==> src/rtl/brr_pkg.sv <==
package brr_pkg;

  localparam int INSTR_W = 32;
  localparam int REGIDX_W = 5;
  localparam int IMM_W = 16;
  localparam int JFIELD_W = 26;

  localparam logic [5:0] OP_BCOND = 6'h01;
  localparam logic [5:0] OP_JUMP  = 6'h02;
  localparam logic [4:0] SUB_IFZERO    = 5'h00;
  localparam logic [4:0] SUB_IFNONZERO = 5'h01;

  localparam logic [INSTR_W-1:0] NOP_WORD = '0;

  typedef enum logic [1:0] {
    CTL_NONE,
    CTL_BR_ZERO,
    CTL_BR_NONZERO,
    CTL_JUMP
  } ctl_kind_t;

  function automatic ctl_kind_t classify(input logic [INSTR_W-1:0] w);
    ctl_kind_t k;
    k = CTL_NONE;
    if (w[31:26] == OP_JUMP) k = CTL_JUMP;
    else if (w[31:26] == OP_BCOND) begin
      if (w[20:16] == SUB_IFZERO) k = CTL_BR_ZERO;
      else if (w[20:16] == SUB_IFNONZERO) k = CTL_BR_NONZERO;
    end
    return k;
  endfunction

endpackage

==> src/rtl/brr_decode.sv <==
module brr_decode
  import brr_pkg::*;
(
  input  logic [INSTR_W-1:0]  instr,
  output ctl_kind_t           kind,
  output logic [REGIDX_W-1:0] rs_idx,
  output logic [IMM_W-1:0]    imm,
  output logic [JFIELD_W-1:0] jfield
);

  always_comb begin
    kind   = classify(instr);
    rs_idx = instr[25:21];
    imm    = instr[15:0];
    jfield = instr[25:0];
  end

endmodule

==> src/rtl/brr_resolve.sv <==
module brr_resolve
  import brr_pkg::*;
#(
  parameter int ADDR_W = 32,
  parameter int DATA_W = 32
) (
  input  ctl_kind_t           kind,
  input  logic [DATA_W-1:0]   operand,
  input  logic [ADDR_W-1:0]   pc4,
  input  logic [IMM_W-1:0]    imm,
  input  logic [JFIELD_W-1:0] jfield,
  output logic                opnd_zero,
  output logic                taken,
  output logic [ADDR_W-1:0]   target
);

  localparam int EXT_W = ADDR_W - IMM_W - 2;
  localparam int JHI_W = ADDR_W - JFIELD_W - 2;

  function automatic logic [ADDR_W-1:0] word_offset(input logic [IMM_W-1:0] v);
    return {{EXT_W{v[IMM_W-1]}}, v, 2'b00};
  endfunction

  function automatic logic [ADDR_W-1:0] region_target(input logic [ADDR_W-1:0] p,
                                                      input logic [JFIELD_W-1:0] f);
    return {p[ADDR_W-1 -: JHI_W], f, 2'b00};
  endfunction

  logic [ADDR_W-1:0] br_target;
  logic [ADDR_W-1:0] jmp_target;

  always_comb begin
    opnd_zero  = (operand == '0);
    br_target  = pc4 + word_offset(imm);
    jmp_target = region_target(pc4, jfield);
    unique case (kind)
      CTL_BR_ZERO:    taken = opnd_zero;
      CTL_BR_NONZERO: taken = !opnd_zero;
      CTL_JUMP:       taken = 1'b1;
      default:        taken = 1'b0;
    endcase
    target = (kind == CTL_JUMP) ? jmp_target : br_target;
  end

endmodule

==> src/rtl/brr_fetch.sv <==
module brr_fetch
  import brr_pkg::*;
#(
  parameter int ADDR_W = 32,
  parameter logic [ADDR_W-1:0] RESET_PC = 32'h0000_1000
) (
  input  logic                clk,
  input  logic                rst_n,
  input  logic [INSTR_W-1:0]  fetch_instr,
  input  logic                redirect,
  input  logic [ADDR_W-1:0]   target,
  input  logic                squash,
  output logic [ADDR_W-1:0]   fetch_pc,
  output logic [INSTR_W-1:0]  id_instr,
  output logic [ADDR_W-1:0]   id_pc4
);

  localparam logic [ADDR_W-1:0] STEP = ADDR_W'(4);

  logic [ADDR_W-1:0] pc_q;
  logic [ADDR_W-1:0] seq_pc;
  logic [INSTR_W-1:0] ir_q;
  logic [ADDR_W-1:0] pc4_q;

  assign seq_pc = pc_q + STEP;

  always_ff @(posedge clk or negedge rst_n) begin
    if (!rst_n) begin
      pc_q  <= RESET_PC;
      ir_q  <= NOP_WORD;
      pc4_q <= RESET_PC;
    end else begin
      pc_q  <= redirect ? target : seq_pc;
      ir_q  <= squash ? NOP_WORD : fetch_instr;
      pc4_q <= seq_pc;
    end
  end

  assign fetch_pc = pc_q;
  assign id_instr = ir_q;
  assign id_pc4   = pc4_q;

endmodule

==> src/rtl/branch_resolve_unit.sv <==
module branch_resolve_unit
  import brr_pkg::*;
#(
  parameter int ADDR_W = 32,
  parameter int DATA_W = 32,
  parameter logic [ADDR_W-1:0] RESET_PC = 32'h0000_1000
) (
  input  logic                clk,
  input  logic                rst_n,
  input  logic                delay_mode,
  input  logic [31:0]         fetch_instr,
  input  logic [DATA_W-1:0]   rs_data,
  output logic [ADDR_W-1:0]   fetch_pc,
  output logic [4:0]          rs_idx,
  output logic                redirect,
  output logic [ADDR_W-1:0]   target_pc,
  output logic                squash,
  output logic [31:0]         id_instr
);

  ctl_kind_t           dec_kind;
  logic [IMM_W-1:0]    dec_imm;
  logic [JFIELD_W-1:0] dec_jfield;
  logic [ADDR_W-1:0]   id_pc4;
  logic                opnd_zero;
  logic                res_taken;
  logic [ADDR_W-1:0]   res_target;

  brr_fetch #(.ADDR_W(ADDR_W), .RESET_PC(RESET_PC)) u_fetch (
    .clk(clk), .rst_n(rst_n), .fetch_instr(fetch_instr),
    .redirect(res_taken), .target(res_target), .squash(squash),
    .fetch_pc(fetch_pc), .id_instr(id_instr), .id_pc4(id_pc4)
  );

  brr_decode u_decode (
    .instr(id_instr), .kind(dec_kind), .rs_idx(rs_idx),
    .imm(dec_imm), .jfield(dec_jfield)
  );

  brr_resolve #(.ADDR_W(ADDR_W), .DATA_W(DATA_W)) u_resolve (
    .kind(dec_kind), .operand(rs_data), .pc4(id_pc4), .imm(dec_imm),
    .jfield(dec_jfield), .opnd_zero(opnd_zero), .taken(res_taken),
    .target(res_target)
  );

  assign redirect  = res_taken;
  assign target_pc = res_target;
  assign squash    = res_taken && !delay_mode;

endmodule

==> config.mk <==
export PLATFORM = sky130hd
export DESIGN_NAME = branch_resolve_unit
export DESIGN_NICKNAME = d
export VERILOG_FILES = /design/src/rtl/brr_pkg.sv /design/src/rtl/brr_decode.sv /design/src/rtl/brr_resolve.sv /design/src/rtl/brr_fetch.sv /design/src/rtl/branch_resolve_unit.sv
export SDC_FILE = /design/constraint.sdc
export NUM_CORES = 1
export LEC_CHECK = 0
export BUFFER_PORTS_ARGS = -buffer_cell sky130_fd_sc_hd__buf_2
export CAP_MARGIN = 10
export CORE_UTILIZATION = 45
export CTS_CLUSTER_SIZE = 24
export DETAILED_ROUTE_END_ITERATION = 16
export PLACE_DENSITY = 0.77
export SLEW_MARGIN = 10
export SYNTH_ARGS = -nofsm -noshare
export SYNTH_HDL_FRONTEND = slang
export SYNTH_HIERARCHICAL = 1
export SYNTH_SLANG_ARGS = --single-unit
==> constraint.sdc <==
create_clock -name clk -period 4.2 [get_ports clk]
set_clock_uncertainty 0.1 [all_clocks]
set_input_delay 0.21 -clock clk [delete_from_list [all_inputs] [get_ports clk]]
set_output_delay 0.21 -clock clk [all_outputs]
set_load 0.01 [all_outputs]
# Yosys cells after proc, flatten, opt, wreduce, memory -nomap -nowiden
# Cells that the tools add are included.
# op_classes
mux,8
bitwise,0
eq_ne,6
multipliers,0
shifts,0
n_reduce_logical,5
addsub,2
n_lt_le_gt_ge,0
div,0
# op_table
operator,n
$mux W32,3
$add A32 B3 Y32 const B,1
$add A32 B32 Y32,1
$logic_not A32 Y1,1
$mux W2,4
$eq A6 B1 Y1 const B,1
$eq A6 B2 Y1 const B,1
$eq A5 B1 Y1 const B,1
$logic_not A5 Y1,1
$eq A2 B2 Y1 const B,2
$pmux W1 S3,1
$eq A2 B1 Y1 const B,1
$logic_not A1 Y1,2
$logic_and A1 B1 Y1,1
# word_totals
register_bits,96
in_bits,67
word_cells,24
out_inout_bits,103
rom_bits,0
latch_bits,0
memories,0
ramBits,0

# Longest topological paths before layout
# Gate-level depths: netlist of run 1.
# depth
ltp_word,9
mapped_depth,13

# By module
# The synthesis of run 1 kept the hierarchy.
# by_module_without_submodules
module,cells_each,area_per_inst_um2,n_inst
brr_fetch,298,3774.9,1
brr_resolve,306,2026.9,1
brr_decode,56,406.6,1
branch_resolve_unit,1,13.8,1

# Least setup slack after synthesis of run 1
# Ideal clock, no wire load.
# synth_timing
kind,register to register
from,"register u_fetch.ir_q[0], in the netlist u_fetch/id_instr[0]"
to,"register u_fetch.pc_q[30], in the netlist u_fetch/fetch_pc[30]"
stages_incl_launch_ff,14
path_slack_ns,0.801
synth_period_minus_slack_ns,3.399
required_ns,4.034
path_buffers,1
arrival_time_ns,3.233
cell_sequence,dfrtp_1 > buf_4 > ha_1 > fa_1 > a21oi_1 > o2111ai_1 > and2_1 > a41o_2 > a41o_1 > a31o_2 > nor4bb_1 > nor3_1 > nand2b_1 > o31a_1
# synth_between
elab_chain_len,3
# synth_rtl
item,line,source
from (decl),brr_fetch.sv:22,logic [INSTR_W-1:0] ir_q;
from (signal assigned),brr_fetch.sv:34,ir_q <= squash ? NOP_WORD : fetch_instr;
$add A32 B32 Y32,brr_resolve.sv:34,br_target = pc4 + word_offset(imm);
$mux W32,brr_resolve.sv:42,target = (kind == CTL_JUMP) ? jmp_target : br_target;
net target_pc[30],branch_resolve_unit.sv:16,"output logic [ADDR_W-1:0] target_pc,"
$mux W32,brr_fetch.sv:33,pc_q <= redirect ? target : seq_pc;
to (signal assigned),brr_fetch.sv:33,
to (decl),brr_fetch.sv:20,logic [ADDR_W-1:0] pc_q;
# The timed path passes the listed nets, and every way through them passes these cells.

# Worst setup path after layout of run 1
# layout_timing
from,"register u_fetch.ir_q[0], in the netlist u_fetch/id_instr[0]"
to,output port target_pc[30]
# layout_between
elab_chain_len,2
# layout_rtl
item,line
$add A32 B32 Y32,brr_resolve.sv:34
$mux W32,brr_resolve.sv:42
to (decl),branch_resolve_unit.sv:16
# No other way between the ends.

==> reports/metrics.cfg, run 1 <==
[timing]
rsz0062_at_grt=no
maxSlewHeadroom=0.318
min_period_ns=3.81
slew_viol_final=0
fin_crit_sh=0.907
finalSetupViolCount=0
tightest_slew_ns=1.02
hold_viol_final=0
fmax_mhz=263
fin_tns_setup_ns=0

[power_and_ir_drop]
switching_power_w=0.00202
p_seq_frac=0.304
combPwrFrac=0.508
p_per_area_mw_per_mm2=646
swShare=0.421
total_power_w=0.00480
vdd_drop_max_mv=0.253
p_leak_nw=3.39
internal_power_w=0.00278
pwr-share-clk=0.188

[hold_path]
hold_depth=2
whs_endpoint=u_fetch/id_instr[22]
holdCritPathClass=input port to flip-flop
min_from=fetch_instr[22]

[synthesis]
synthTopCellsByCount=dfrtp_1, nand2_1, buf_4
synth_area_leaders=dfrtp_1, ha_1, buf_4
netlist_area_mm2=0.00622
ys_async_sr_fraction=1.00
yosys.area.top_type=dfrtp_1
synth.most_common_cell=dfrtp_1
yosys_most_used_dff=dfrtp_1
post-synth-top-area-fraction=0.378
yosysUniqueCellTypes=71
seq_area_frac_synth=0.386
synth_warnings=6
ys_ff_latch=96
syn_nets=759
syn_inst=661
synth.avg_cell_area_um2=9.41
synth_edf_count=0

[floorplanning]
fp.dieH_um=120
rows=42
design.die.area_mm2=0.0143
core-area_mm2=0.0133
start_util=0.466
die_w_um=120
io_pins=170

[clock_network]
cts_setup_buffers=0
clockBufferDepth=2
cts.htree.levels=3
cts_buffers=9
cts.sinks=96
hold_buffers=26
worst_skew_pair.late_latency_ns=0.34
cts_tree=done
clkSlewWorstSetupHoldPaths_ns=0.07
cts_resized=0
cts-root-buf=clkbuf_16

[global_route]
grt_max_degree=71
grt_pass1_vias=5393
grt_remaining_overflow=0
grt_usage=0.244
antenna_found_initial=0
grt_pass1_wl_um=27300

[final_layout]
n_antenna_cell=0
finish.net_count=899
syn2layout_area_growth_pct=19.3
layout-drive-gt1-share=0.299

[critical_path]
required_ns=3.89
reg2regPathDepth=12
end_kind=output port
setup.worst_path.start_class=flip-flop
cp_max_fo=5
reg2reg_slack_ns=0.72
critPathArrivalTime_ns=3.50
rr_startpoint=u_fetch/id_instr[0]
r2r-end=u_fetch/fetch_pc[26]
critical_path_class=flip-flop to output port

[routing]
vias=5521
antenna_left=0
first_pass_iters=5
wirelength_um=17100
drc=0
drtIter0Drc=369
vias_per_cell=5.62
wl_per_cell_um=17.4

[place]
port_buffers=169
place_congestion=0.930
dp_hpwl_um=12800

[job]
max_cap_viol_count=0

[outcome]
outcome=finished clean

[registers in the layout, summed over array words and instances, names as in the netlist]
signal / count
u_fetch/id_instr: 32
u_fetch/fetch_pc: 32
u_fetch/id_pc4: 32
[power by group through the flow]
stage	registers [W]	clock network [W]	logic, W
2_1_floorplan	0.00145	0	0.00161
3_3_place_gp	0.00147	0	0.00236
3_5_place_dp	0.00147	0	0.00239
4_1_cts	0.00146	0.000917	0.00243
5_1_grt	0.00150	0.000958	0.00267
6_report	0.00146	0.000901	0.00244
[metal layers]
layer  vias to the layer above  GRT usage  wire (um)
met4                         0     0.0750        242
li1                       2631          -          -
met3                        20     0.0471       1220
met2                       220      0.414       8340
met5                         -          0          0
met1                      2650      0.315       7280
[cell families (layout without fill, tap and decap cells)]
kind of cell,count (synthesis),count (layout),share of synthesized area
mux,17,17,0.0308
simple gates,253,253,0.224
fa+ha+maj,31,31,0.0635
xor+xnor,35,35,0.0493
flops,96,96,0.386
compound gates,142,142,0.156
buf+inv,87,232,0.0903
[final cells by class]
| type | instances | area, um2 |
|---|---|---|
| Clock buffer | 10 | 229 |
| Clock inverter | 6 | 97.6 |
| Fill cell | 1236 | 5920 |
| Inverter | 13 | 48.8 |
| Multi-Input combinational cell | 478 | 3260 |
| Sequential cell | 96 | 2400 |
| Tap cell | 176 | 220 |
| Timing Repair Buffer | 203 | 1170 |
[worst max-delay path: stages (launching register included)]
cell and delay, ns:
dfrtp_1 0.41, ha_1 0.24, fa_1 0.43, a21oi_1 0.25
o2111ai_1 0.15, and2_1 0.22, a41o_2 0.32, a41o_1 0.26
a31o_2 0.31, nor4bb_1 0.16, nor3_1 0.24, buf_2 0.18
[per-stage QoR]
stage / util / area (um2) / setup slack (ns) / std cells / hold slack [ns]
floorplan: - / 6220 / 0.801 / 661 / -0.186
global placement: 0.512 / 6840 / 0.862 / 940 / 0.273
detailed placement: 0.512 / 6840 / 0.792 / 940 / 0.278
CTS: 0.556 / 7420 / 0.389 / 982 / 0.00106
global route: 0.556 / 7420 / 0.252 / 982 / 0.00178
finish: 0.556 / 7420 / 0.392 / 982 / 0.00530
[worst max path at each step]
stage                        start              endpoint  slack [ns]  cells after the start
2_1_floorplan  u_fetch/id_instr[0]  u_fetch/fetch_pc[30]        0.80                     13
3_3_place_gp   u_fetch/id_instr[0]  u_fetch/fetch_pc[26]        0.86                     12
3_5_place_dp   u_fetch/id_instr[0]  u_fetch/fetch_pc[26]        0.79                     12
4_1_cts        u_fetch/id_instr[0]         target_pc[30]        0.39                     11
5_1_grt        u_fetch/id_instr[0]         target_pc[30]        0.25                     11
6_report       u_fetch/id_instr[0]         target_pc[30]        0.39                     11
[placed cells by master, fill, tap and decap left out, drive strengths merged, types with 6 or more instances in the layout]
master | Yosys | routed
nand2 | 64 | 64
and4 | 9 | 9
xnor2 | 23 | 23
and3 | 6 | 6
nor4 | 13 | 13
nor2b | 38 | 38
a21o | 15 | 15
nor3 | 11 | 11
nor2 | 34 | 34
nand2b | 7 | 7
a21oi | 37 | 37
nand3 | 25 | 25
dlygate4sd3 | 0 | 26
ha | 30 | 30
buf | 57 | 177
nand4 | 15 | 15
o21ai | 26 | 26
o31a | 7 | 7
and2 | 6 | 6
mux2 | 17 | 17
clkbuf | 17 | 10
a31oi | 11 | 11
dfrtp | 94 | 94
o31ai | 11 | 11
xor2 | 12 | 12
or2 | 8 | 8
inv | 13 | 17
or4 | 9 | 9
No activity file was read; power rests on OpenSTA's default activity.
==> run 2, diff against run 1 <==
--- a/config.mk
+++ b/config.mk
@@ -10,7 +10,7 @@
 export CORE_UTILIZATION = 45
 export CTS_CLUSTER_SIZE = 24
 export DETAILED_ROUTE_END_ITERATION = 16
-export PLACE_DENSITY = 0.77
+export PLACE_DENSITY = 0.7
 export SLEW_MARGIN = 10
 export SYNTH_ARGS = -nofsm -noshare
 export SYNTH_HDL_FRONTEND = slang
==> constraint.sdc (replaced) <==
create_clock -name clk -period 4.7 [get_ports clk]
set_clock_uncertainty 0.1 [all_clocks]
set_input_delay 0.235 -clock clk [delete_from_list [all_inputs] [get_ports clk]]
set_output_delay 0.235 -clock clk [all_outputs]
set_load 0.01 [all_outputs]
==> reports/metrics.cfg, run 2 (synthesis gave the netlist of run 1 again) <==
[floorplanning]
die_w_um=120  ; unchanged
core-area_mm2=0.0133  ; unchanged
io_pins=170  ; unchanged
design.die.area_mm2=0.0143  ; unchanged
rows=42  ; unchanged
start_util=0.466  ; unchanged
fp.dieH_um=120  ; unchanged

[routing]
drc=0  ; unchanged
wl_per_cell_um=18.1  ; +4.0%
first_pass_iters=5  ; unchanged
vias=5561  ; +0.72%
antenna_left=0  ; unchanged
wirelength_um=17500  ; +2.3%
drtIter0Drc=352  ; -4.6%
vias_per_cell=5.76  ; +2.4%

[timing]
finalSetupViolCount=0  ; unchanged
rsz0062_at_grt=no
fin_crit_sh=0.857
slew_viol_final=0  ; unchanged
fin_tns_setup_ns=0  ; unchanged
maxSlewHeadroom=0.397  ; +0.0795
tightest_slew_ns=0.896  ; -0.126 ns
finalWorstSetupSlack_ns=0.672  ; +0.280 ns
fmax_mhz=248
hold_viol_final=0  ; unchanged
min_period_ns=4.03

[critical_path]
cp_max_fo=22  ; +17
critical_path_class=flip-flop to output port
crit_buf_inv=1  ; unchanged
critPathArrivalTime_ns=3.69  ; +0.19 ns
end_kind=output port
critPathTopFamily=compound AO/OA/AOI/OAI gates
crit_chain=ha_1 -> a21o_1 -> o21ai_0 -> nand2_1 -> a221oi_1 -> a21oi_2 -> a2bb2oi_1 -> or4_1 -> buf_2
required_ns=4.37  ; +0.48 ns
crit_slowest_cell=dfrtp_1
critical_path.max_stage_delay_ns=0.86  ; +0.43 ns
setup.worst_path.start_class=flip-flop

[final_layout]
fillCellCount=1248  ; +0.97%
final_common_cell=buf_2
layout_common_cells=buf_2, dfrtp_1, nand2_1
fin_cells=966  ; -1.6%
final_area_mm2=0.00725  ; -2.4%
layout-drive-gt1-share=0.300  ; +0.000993
n_antenna_cell=0  ; unchanged
multi_input_area_mm2=0.00326  ; unchanged
syn2layout_area_growth_pct=16.4
finish.net_count=883  ; -1.8%
seqCellArea_mm2=0.00240  ; unchanged

[global_route]
grt_remaining_overflow=0  ; unchanged
grt_pass1_vias=5501  ; +2.0%
grt_usage=0.250  ; +0.00584
grt_pass1_wl_um=27900  ; +2.0%
antenna_found_initial=0  ; unchanged
grt_max_degree=50  ; -30%

[place]
port_buffers=169  ; unchanged
place_congestion=0.885  ; -4.8%
place_area_mm2=0.00681  ; -0.44%
dp_slack_ns=1.07  ; +0.275 ns
dp_hpwl_um=13000  ; +2.0%
dpl.cell_count=936  ; -0.43%

[clock_network]
cts_tree=done
cts.sinks=96  ; unchanged
cts_buffers=9  ; unchanged
clkSlewWorstSetupHoldPaths_ns=0.07  ; about the same
worst_skew_pair.late_latency_ns=0.35  ; about the same
clockBufferDepth=2  ; unchanged
cts.htree.levels=3  ; unchanged
cts_setup_buffers=0  ; unchanged
cts_resized=0  ; unchanged
cts-root-buf=clkbuf_16

[power_and_ir_drop]
p_per_area_mw_per_mm2=585  ; -9.6%
p_leak_nw=3.30  ; -2.6%
vdd_drop_max_mv=0.278  ; +10%

[outcome]
outcome=finished clean

[hold_path]
holdCritPathClass=input port to flip-flop

[job]
max_cap_viol_count=0  ; unchanged

[run 2: cell count changes in the layout (fill, tap and decap cells not counted)]
cell / change
bufinv_16: -1
clkinvlp_4: +1
inv_8: -1
dlygate4sd3_1: -12
buf_4: -4
inv_6: -2
clkinv_4: +2
clkinv_2: +1
[run 2: power breakdown]
group          internal, W  leakage (nW)  switching (W)  total (W)
clock network     0.000416         0.143       0.000333   0.000749
registers          0.00106          1.13       0.000261    0.00132
logic             0.000938          2.03        0.00123    0.00217
[run 2: layout make-up]
type | instances | share of cell area
timing repair buffer | 187 | 0.141
multi-input combinational | 478 | 0.449
tap | 176 | 0.0304
inverter | 13 | 0.00673
clock buffer | 10 | 0.0316
clock inverter | 6 | 0.00950
sequential | 96 | 0.332
[run 2: metal layers]
metal  vias up  global-route usage  share of wire
met2       256               0.412           0.48
li1       2599                   -              -
met5         -                   0              0
met4         0               0.106          0.026
met3        29              0.0371          0.070
met1      2677               0.328           0.42
[run 2: repair_timing]
item / CTS / global route
hold endpoints to repair: 58 / 0
endpoints found under the setup margin: 0 / 0
hold buffers: 14 / 0
[run 2: path summary, 6_finish.rpt]
kind	to	cells past startpoint	slack, ns	from
worst max-delay path	target_pc[31]	9	0.67	u_fetch/id_instr[15]
worst min-delay path	u_fetch/id_instr[30]	2	0.007	fetch_instr[30]
worst max register to register	u_fetch/fetch_pc[31]	10	1.09	u_fetch/id_instr[15]
worst min register to register	u_fetch/id_pc4[0]	0	0.30	u_fetch/fetch_pc[0]
max in group asynchronous	u_fetch/id_pc4[0]	3	3.09	rst_n
min in group asynchronous	u_fetch/id_pc4[5]	2	0.34	rst_n
[run 2: metrics by stage]
| step | hold slack [ns] | utilization | total power (W) |
|---|---|---|---|
| 2_1_floorplan | -0.161 | - | 0.00273 |
| 3_3_place_gp | 0.179 | 0.510 | 0.00342 |
| 3_5_place_dp | 0.194 | 0.510 | 0.00346 |
| 4_1_cts | 0.000666 | 0.543 | 0.00424 |
| 5_1_grt | 0.0110 | 0.543 | 0.00453 |
| 6_report | 0.00712 | 0.543 | 0.00424 |
==> run 3, diff against run 2 <==
--- a/config.mk
+++ b/config.mk
@@ -8,8 +8,10 @@
 export BUFFER_PORTS_ARGS = -buffer_cell sky130_fd_sc_hd__buf_2
 export CAP_MARGIN = 10
 export CORE_UTILIZATION = 45
+export CTS_BUF_LIST = sky130_fd_sc_hd__clkbuf_2 sky130_fd_sc_hd__clkbuf_4 sky130_fd_sc_hd__clkbuf_8
 export CTS_CLUSTER_SIZE = 24
 export DETAILED_ROUTE_END_ITERATION = 16
+export GPL_ROUTABILITY_DRIVEN = 0
 export PLACE_DENSITY = 0.7
 export SLEW_MARGIN = 10
 export SYNTH_ARGS = -nofsm -noshare
==> reports/metrics.cfg, run 3 (synthesis gave the netlist of run 1 again) <==
[final_layout]
layout_common_cells=buf_2, dfrtp_1, nand2_1
final_common_cell=buf_2
n_antenna_cell=0  ; unchanged
seqCellArea_mm2=0.00240  ; unchanged
layout-drive-gt1-share=0.295  ; -0.00545
finish.net_count=901  ; +2.0%
multi_input_area_mm2=0.00326  ; unchanged
post-route-util=0.552  ; +0.00909
final_area_mm2=0.00737  ; +1.7%
syn2layout_area_growth_pct=18.4
fillCellCount=1236  ; -0.96%

[timing]
hold_viol_final=0  ; unchanged
fmax_mhz=247  ; -0.49%
rsz0062_at_grt=no
slew_viol_final=0  ; unchanged
min_period_ns=4.05  ; +0.0198 ns
finalWorstSetupSlack_ns=0.652  ; -0.0198 ns
finalSetupViolCount=0  ; unchanged
fin_tns_setup_ns=0  ; unchanged
maxSlewHeadroom=0.396  ; -0.000839
timing.hold.ws_ns=0.0213  ; +0.0142 ns
fin_crit_sh=0.861  ; +0.00422
tightest_slew_ns=0.905  ; +0.00853 ns

[global_route]
grt_pass1_vias=5552  ; +0.93%
grt_max_degree=50  ; unchanged
grt_usage=0.256  ; +0.00605
grt_util_met3=0.0352  ; -0.00190
grt_remaining_overflow=0  ; unchanged
grt_pass1_wl_um=28500  ; +2.2%
groute.layer.met2.usage=0.425  ; +0.0126
antenna_found_initial=0  ; unchanged
grt.busiest_layer=met2
use_met1=0.334  ; +0.00604

[floorplanning]
die_w_um=120  ; unchanged
core-area_mm2=0.0133  ; unchanged
fp.dieH_um=120  ; unchanged
io_pins=170  ; unchanged
start_util=0.466  ; unchanged
rows=42  ; unchanged
design.die.area_mm2=0.0143  ; unchanged

[place]
place_area_mm2=0.00681  ; unchanged
dp_slack_ns=1.15  ; +0.0831 ns
port_buffers=169  ; unchanged
dp_hpwl_um=13000  ; -0.68%

[critical_path]
critical_path_class=flip-flop to output port
end_kind=output port
critPathArrivalTime_ns=3.71  ; +0.02 ns
setup.worst_path.start_class=flip-flop
cp_max_fo=22  ; unchanged
required_ns=4.37  ; about the same

[routing]
antenna_left=0  ; unchanged
vias=5678  ; +2.1%
vias_per_cell=5.77  ; +0.24%
wl_per_cell_um=17.9  ; -1.1%
drc=0  ; unchanged
first_pass_iters=5  ; unchanged
drtIter0Drc=403  ; +14%
wirelength_um=17600  ; +0.72%

[clock_network]
cts_setup_buffers=0  ; unchanged
clockBufferDepth=2  ; unchanged
cts.htree.levels=3  ; unchanged
cts-root-buf=clkbuf_8
cts_tree=done
clkSlewWorstSetupHoldPaths_ns=0.10  ; +0.03 ns
worst_skew_pair.late_latency_ns=0.39  ; +0.04 ns
cts_buffers=9  ; unchanged
cts.sinks=96  ; unchanged

[power_and_ir_drop]
vdd_drop_max_mv=0.247  ; -11%
p_per_area_mw_per_mm2=566  ; -3.1%
p_leak_nw=3.35  ; +1.6%

[job]
max_cap_viol_count=0  ; unchanged

[outcome]
outcome=finished clean

[hold_path]
holdCritPathClass=input port to flip-flop

run 3: changes by cell type in the layout (fill, tap and decap cells not counted):
cell,previous run,this run
clkbuf_4,0,1
clkbuf_8,0,9
bufinv_16,1,3
inv_6,1,0
clkbuf_16,9,0
clkinv_4,2,0
clkbuf_1,1,0
dlygate4sd3_1,14,32
clkinv_2,1,2
run 3: final cells by class:
| cell class | count | share of cell area |
|---|---|---|
| multi-input cells | 478 | 0.442 |
| flip-flops and latches | 96 | 0.326 |
| repair buffers | 205 | 0.163 |
| well taps | 176 | 0.0299 |
| clock buffers | 10 | 0.0178 |
| clock inverters | 6 | 0.0146 |
| inverters | 13 | 0.00662 |
run 3: path summary, 6_finish.rpt:
path	end	slack (ns)	cells past startpoint	startpoint
worst max-delay path	target_pc[31]	0.65	9	u_fetch/id_instr[15]
worst min-delay path	u_fetch/id_instr[31]	0.02	2	fetch_instr[31]
worst max register to register	u_fetch/fetch_pc[31]	1.12	10	u_fetch/id_instr[15]
worst min register to register	u_fetch/id_pc4[0]	0.29	0	u_fetch/fetch_pc[0]
max in group asynchronous	u_fetch/id_instr[24]	3.14	3	rst_n
min in group asynchronous	u_fetch/id_instr[7]	0.31	2	rst_n
run 3: power breakdown:
group / total [W] / switching (W) / internal, W
Combinational: 0.00220 / 0.00125 / 0.000950
Sequential: 0.00131 / 0.000252 / 0.00106
Clock: 0.000661 / 0.000303 / 0.000358
run 3: layer usage:
layer  share of wire  up-vias
met5               0        -
met4           0.027        0
met3           0.062       36
met2            0.48      262
met1            0.43     2752
li1                -     2628
run 3: repair_timing:
action / in CTS / in global routing
hold buffers: 32 / 0
hold endpoints to repair: 76 / 0
resized for setup: 0 / 0
run 3: worst max-delay path, cell delays in order, from the launching register on:
cell and delay [ns]:
dfrtp_1 0.87, ha_1 0.46, a21o_1 0.25, o21ai_0 0.24, nand2_1 0.12, a221oi_1 0.38
a21oi_2 0.12, a2bb2oi_1 0.17, or4_1 0.53, buf_2 0.16
run 3: metrics by stage:
step                      total power, W  std cells
after floorplan                  0.00273        661
after global placement           0.00341        936
after detailed placement         0.00346        936
after CTS                        0.00416        984
after global routing             0.00445        984
final                            0.00417        984
